==> src/rtl/padbank_pkg.sv <==
package padbank_pkg;

  // Width of the shared-enable index inside a configuration word.
  localparam int GIDX_W = 2;

  typedef enum logic [1:0] {
    DIR_IN    = 2'b00,
    DIR_OUT   = 2'b01,
    DIR_BIDIR = 2'b10,
    DIR_RSVD  = 2'b11
  } padDir_e;

  typedef enum logic [1:0] {
    POL_HIGH  = 2'b00,
    POL_LOW   = 2'b01,
    POL_ODINV = 2'b10,
    POL_RSVD  = 2'b11
  } padPol_e;

  // Per-cell configuration word, MSB first: [9:8] dir, [7:6] pol,
  // [5] inReg, [4] outReg, [3] oeReg, [2] oeGlobal, [1:0] gIdx.
  typedef struct packed {
    padDir_e           dir;
    padPol_e           pol;
    logic              inReg;
    logic              outReg;
    logic              oeReg;
    logic              oeGlobal;
    logic [GIDX_W-1:0] gIdx;
  } cellCfg_t;

  localparam int CFG_W = $bits(cellCfg_t);

  // Strobes from the control decode to the per-cell datapath.
  typedef struct packed {
    logic inLoad;
    logic inShow;
    logic outLoad;
    logic outPickReg;
    logic oeLoad;
    logic oePickReg;
    logic oeRaw;
    logic driveOk;
    logic invData;
    logic openDrain;
  } cellStrobe_t;

endpackage

==> src/rtl/padbank_ctrl.sv <==
module padbank_ctrl
  import padbank_pkg::*;
#(
  parameter int NUM_CELLS     = 4,
  parameter int NUM_GLOBAL_OE = 3
) (
  input  logic [NUM_CELLS*CFG_W-1:0]  cfgVec,
  input  logic [NUM_CELLS-1:0]        coreOe,
  input  logic [NUM_GLOBAL_OE-1:0]    globalOe,
  input  logic [NUM_CELLS-1:0]        inCe,
  input  logic [NUM_CELLS-1:0]        outCe,
  input  logic [NUM_CELLS-1:0]        oeCe,
  output cellStrobe_t [NUM_CELLS-1:0] strobe
);

  localparam int GSLOTS = 1 << GIDX_W;
  localparam int GUSED  = (NUM_GLOBAL_OE < GSLOTS) ? NUM_GLOBAL_OE : GSLOTS;

  // Shared enables widened to every index value; missing slots read 0.
  logic [GSLOTS-1:0] gPad;

  always_comb begin
    gPad = '0;
    for (int k = 0; k < GUSED; k++) begin
      gPad[k] = globalOe[k];
    end
  end

  for (genvar c = 0; c < NUM_CELLS; c++) begin : g_cell
    cellCfg_t    cfg;
    cellStrobe_t s;

    assign cfg = cellCfg_t'(cfgVec[c*CFG_W +: CFG_W]);

    always_comb begin
      s            = '0;
      s.inLoad     = cfg.inReg & inCe[c];
      s.inShow     = cfg.inReg;
      s.outLoad    = outCe[c];
      s.outPickReg = cfg.outReg;
      s.oeLoad     = oeCe[c];
      s.oePickReg  = cfg.oeReg;
      s.oeRaw      = cfg.oeGlobal ? gPad[cfg.gIdx] : coreOe[c];
      s.driveOk    = ((cfg.dir == DIR_OUT) || (cfg.dir == DIR_BIDIR))
                     && (cfg.pol != POL_RSVD);
      s.invData    = (cfg.pol == POL_LOW);
      s.openDrain  = (cfg.pol == POL_ODINV);
    end

    assign strobe[c] = s;
  end

endmodule

==> src/rtl/padbank_dp.sv <==
module padbank_dp
  import padbank_pkg::*;
#(
  parameter int NUM_CELLS = 4
) (
  input  logic                        clk,
  input  logic                        syncClr,
  input  cellStrobe_t [NUM_CELLS-1:0] strobe,
  input  logic [NUM_CELLS-1:0]        coreData,
  input  logic [NUM_CELLS-1:0]        padIn,
  output logic [NUM_CELLS-1:0]        padOut,
  output logic [NUM_CELLS-1:0]        padDrv,
  output logic [NUM_CELLS-1:0]        coreInComb,
  output logic [NUM_CELLS-1:0]        coreInReg
);

  for (genvar c = 0; c < NUM_CELLS; c++) begin : g_cell
    cellStrobe_t s;
    logic inQ, outQ, oeQ;
    logic dataSel, enSel;
    logic drvBit, outBit;

    assign s = strobe[c];

    // Input capture register.
    always_ff @(posedge clk) begin
      if (syncClr)       inQ <= 1'b0;
      else if (s.inLoad) inQ <= padIn[c];
    end

    // Drive data capture register.
    always_ff @(posedge clk) begin
      if (syncClr)        outQ <= 1'b0;
      else if (s.outLoad) outQ <= coreData[c];
    end

    // Drive enable capture register.
    always_ff @(posedge clk) begin
      if (syncClr)       oeQ <= 1'b0;
      else if (s.oeLoad) oeQ <= s.oeRaw;
    end

    assign dataSel = s.outPickReg ? outQ : coreData[c];
    assign enSel   = s.oePickReg  ? oeQ  : s.oeRaw;

    always_comb begin
      drvBit = 1'b0;
      outBit = 1'b0;
      if (s.driveOk) begin
        if (s.openDrain) begin
          drvBit = enSel & dataSel;
        end else begin
          drvBit = enSel;
          outBit = enSel & (dataSel ^ s.invData);
        end
      end
    end

    assign padDrv[c]     = drvBit;
    assign padOut[c]     = outBit;
    assign coreInComb[c] = padIn[c];
    assign coreInReg[c]  = s.inShow & inQ;
  end

endmodule

==> src/rtl/padbank_top.sv <==
module padbank_top
  import padbank_pkg::*;
#(
  parameter int NUM_CELLS     = 4,
  parameter int NUM_GLOBAL_OE = 3
) (
  input  logic                       clk,
  input  logic                       syncClr,
  input  logic [NUM_CELLS*CFG_W-1:0] cellCfg,
  input  logic [NUM_CELLS-1:0]       coreData,
  input  logic [NUM_CELLS-1:0]       coreOe,
  input  logic [NUM_GLOBAL_OE-1:0]   globalOe,
  input  logic [NUM_CELLS-1:0]       inCe,
  input  logic [NUM_CELLS-1:0]       outCe,
  input  logic [NUM_CELLS-1:0]       oeCe,
  input  logic [NUM_CELLS-1:0]       padIn,
  output logic [NUM_CELLS-1:0]       padOut,
  output logic [NUM_CELLS-1:0]       padDrv,
  output logic [NUM_CELLS-1:0]       coreInComb,
  output logic [NUM_CELLS-1:0]       coreInReg
);

  cellStrobe_t [NUM_CELLS-1:0] strobe;

  padbank_ctrl #(
    .NUM_CELLS    (NUM_CELLS),
    .NUM_GLOBAL_OE(NUM_GLOBAL_OE)
  ) ctrl_i (
    .cfgVec  (cellCfg),
    .coreOe  (coreOe),
    .globalOe(globalOe),
    .inCe    (inCe),
    .outCe   (outCe),
    .oeCe    (oeCe),
    .strobe  (strobe)
  );

  padbank_dp #(
    .NUM_CELLS(NUM_CELLS)
  ) dp_i (
    .clk       (clk),
    .syncClr   (syncClr),
    .strobe    (strobe),
    .coreData  (coreData),
    .padIn     (padIn),
    .padOut    (padOut),
    .padDrv    (padDrv),
    .coreInComb(coreInComb),
    .coreInReg (coreInReg)
  );

endmodule

==> config.mk <==
export PLATFORM = sky130hd
export DESIGN_NAME = padbank_top
export DESIGN_NICKNAME = d
export VERILOG_FILES = /design/src/rtl/padbank_pkg.sv /design/src/rtl/padbank_ctrl.sv /design/src/rtl/padbank_dp.sv /design/src/rtl/padbank_top.sv
export SDC_FILE = /design/constraint.sdc
export NUM_CORES = 1
export LEC_CHECK = 0
export ABC_AREA = 1
export BUFFER_PORTS_ARGS = -buffer_cell sky130_fd_sc_hd__buf_2
export CORE_MARGIN = 2
export CORE_UTILIZATION = 39
export CTS_BUF_LIST = sky130_fd_sc_hd__clkbuf_2
export DETAILED_ROUTE_END_ITERATION = 8
export PLACE_DENSITY = 0.93
export SYNTH_ARGS = -nofsm -noshare
export SYNTH_HDL_FRONTEND = slang
export SYNTH_SLANG_ARGS = --single-unit
==> constraint.sdc <==
create_clock -name clk -period 1.4 [get_ports clk]
set_input_delay 0.28 -clock clk [delete_from_list [all_inputs] [get_ports clk]]
set_output_delay 0.28 -clock clk [all_outputs]
set_load 0.005 [all_outputs]
==> out/metrics.csv <==
stage,metric,value,unit
global_routing,vias in the first global route,1156,
floorplan,die height,54.8,um
logic_synthesis,Mapped Area,1010,um^2
floorplan,Initial Utilization,41.0,%
sta,clk_skew,0,ns
logic_synthesis,Ys Warns,0,
place,dpl ws,0.0890,ns
clocking,CTS tree,built,
global_routing,GR Util met1,17.2,%
finish,Layout Nets,326,
route,Routed WL per cell,9.11,um
logic_synthesis,#FFs+latches synth,12,
finish,Non-Filler Instances,286,
route,DR vias,1302,
sta,FMAX,713,MHz
status,failing checks,setup timing,
route,DR iter-0 viols,11,
critical_path,Crit Path Category,flip-flop to primary output,
floorplan,I/O pin cnt,85,
critical_path,Crit Path Max Fanout,2,
floorplan,die width,54.8,um
power,Internal Power,0.589,mW
route,Routed WL,2610,um
sta,"Min Clock Period, post-route",1.40,ns
power,maximum vdd ir drop,0.397,mV
place,routability cong.,0.666,
global_routing,met3 usage,5.74,%
route,via-per-instance ratio,4.55,
logic_synthesis,"top cells by count, synth","52 x nand2_1, 24 x inv_1, 21 x nor2_1",
power,Net Sw Frac,32.5,%
place,DP HPWL,2150,um
power,sequential share of power,43.5,%
global_routing,layer with the highest usage,met2,
sta,RSZ-0062 raised after global routing,yes,
logic_synthesis,syn nets,249,
power,switching power,0.283,mW
global_routing,global-route wire length before repair,4030,um
floorplan,core area,2450,um^2
global_routing,largest net degree at the start of global routing,9,
clocking,clk slew on worst S/H paths,0.12,ns
sta,final setup vio count,3,
place,port bufs,84,
clocking,CTS hold repair buffers,0,
finish,Multi-input gate area,636,um^2
logic_synthesis,"Top FF cell, synth",dfxtp_1,
route,TritonRoute pass-1 iters,4,
global_routing,GR Util All Layers,18.4,%
sta,Worst-Margin Slew,0.200,ns
clocking,Setup Buffers After CTS,0,
global_routing,M2 GR Usage,37.3,%
global_routing,grt total ovfl,0,
finish,share of cells above drive strength 1,48.4,%
clocking,Num CTS Buffers,3,
power,Pwr Density,590,nW/um^2
logic_synthesis,number of synthesized flops with an enable pin,0,
clocking,clk root buf,clkbuf_2,
logic_synthesis,most numerous cell in the Yosys netlist,nand2_1,
clocking,Sink Count,12,
place,placed instance count,282,
global_routing,initial antenna violation count,0,
place,post-placement cell area,1380,um^2
clocking,worst-case clock buffer depth,2,
run,number of max-cap violations,0,
sta,max-slew violation count,0,
sta,period utilisation layout,100,%
sta,Hold WS,0.171,ns
sta,Setup WS post-layout,-0.00350,ns
finish,final instance area,1480,um^2
clocking,"Clk Latency, worst-skew pair",0.26,ns
logic_synthesis,dominant cells by area after synthesis,"dfxtp_1 24%, nand2_1 19%, buf_4 8.9%, inv_1 8.9%, a21oi_1 8.0%",
route,Final ANT Viol Nets,0,
finish,Synth-to-Final Area Change,46.8,%
logic_synthesis,"FFs w/ async S/R, synth",0,%
logic_synthesis,Yosys top cell by area,dfxtp_1,
power,Clk network pwr share,20.5,%
clocking,H-tree Lvls,1,
sta,"Hold Violations, Final",0,
critical_path,startpoint class of the critical path,flip-flop,
critical_path,CP Capture Type,primary output,
sta,slew margin rel.,86.6,%
route,DRC viols,0,
critical_path,"reg-to-reg slack, setup",0.74,ns
logic_synthesis,"Distinct cells, synth",14,
finish,# fillers,274,
finish,Register Area,250,um^2
power,Combinational Power Share,36.0,%
finish,Final Core Density,60.2,%
finish,diode count,0,
worst_hold_path,HP Class,input port to flip-flop,
power,Pleak,0.884,nW
floorplan,Die ar.,3010,um^2
logic_synthesis,syn avg cell area,5.60,um^2
critical_path,Required @ worst endpoint,1.12,ns
logic_synthesis,cells after synthesis,180,
logic_synthesis,sequential fraction of the synthesis area,23.9,%
logic_synthesis,Synth top area share,23.9,%
floorplan,num rows,18,
status,status,"complete, but fails checks",
critical_path,CP arrival,1.12,ns
kinds of logic (layout without fill, tap and decap cells):
| logic type | count (synthesis) | count (layout) | share of synthesized area (%) |
|---|---|---|---|
| simple gates | 93 | 93 | 39.8 |
| buf+inv | 43 | 119 | 20.5 |
| compound gates | 32 | 32 | 15.9 |
| flops | 12 | 12 | 23.9 |
path summary, 6_finish.rpt:
kind	from	end	cells after the start
worst max register to register	dp_i.g_cell[3].oeQ	dp_i.g_cell[3].oeQ	2
worst min register to register	dp_i.g_cell[1].inQ	dp_i.g_cell[1].inQ	2
worst max-delay path	dp_i.g_cell[3].outQ	padOut[3]	5
worst min-delay path	oeCe[1]	dp_i.g_cell[1].oeQ	2
sequential cells by signal, indices dropped and copies added, names as in the netlist:
name and count:
dp_i.g_cell.oeQ 4, dp_i.g_cell.outQ 4, dp_i.g_cell.inQ 4
what timing repair did:
action,CTS,global route
setup endpoints to repair,8,8
pin swaps,16,22
resized for setup,17,17
cell type report:
class	count	area share [%]
Clock inverter	1	0.254
Multi-Input combinational cell	125	43.0
Inverter	31	7.87
Sequential cell	12	16.9
Tap cell	30	2.54
Clock buffer	3	1.02
Timing Repair Buffer	84	28.4
placed cells by master, fill, tap and decap left out:
cell type,Yosys,final
inv_1,24,22
clkbuf_2,0,3
o21ai_0,10,6
a21oi_1,16,12
and3_1,4,1
clkinv_1,0,1
buf_2,0,84
nand2_2,0,7
o21ai_1,6,6
and3_4,0,3
or2_1,4,4
o21ai_2,0,4
a21oi_4,0,1
inv_2,7,9
dfxtp_1,12,4
nand3_1,7,6
nor2_1,21,21
a21oi_2,0,3
nand2_1,52,45
nand3_2,0,1
nand3b_1,4,4
nor2_4,1,1
dfxtp_2,0,8
routing by layer:
| metal | vias to the layer above | share of wire [%] |
|---|---|---|
| met5 | - | 0 |
| met4 | 0 | 0.31 |
| met3 | 2 | 8.8 |
| met2 | 42 | 54 |
| met1 | 557 | 37 |
| li1 | 701 | - |
worst max-delay path, cell delays in order (launching register included):
cell	delay, ns
dfxtp_2	0.36
nand2_2	0.06
and3_4	0.16
o21ai_1	0.11
nor2_1	0.05
buf_2	0.12
power by group through the flow:
stage                     clock (mW)  sequential, mW  combinational (mW)
after floorplan                    0           0.379               0.159
after global placement             0           0.381               0.278
after detailed placement           0           0.381               0.284
after CTS                      0.190           0.376               0.299
after global routing           0.202           0.382               0.364
final                          0.179           0.379               0.314
per-stage QoR:
stage	power (mW)	TNS (ns)
floorplan	0.537	0
global placement	0.659	0
detailed placement	0.665	0
CTS	0.865	-0.0797
global route	0.948	-0.580
finish	0.872	-0.00428
Power figures use the tool's default switching activity.
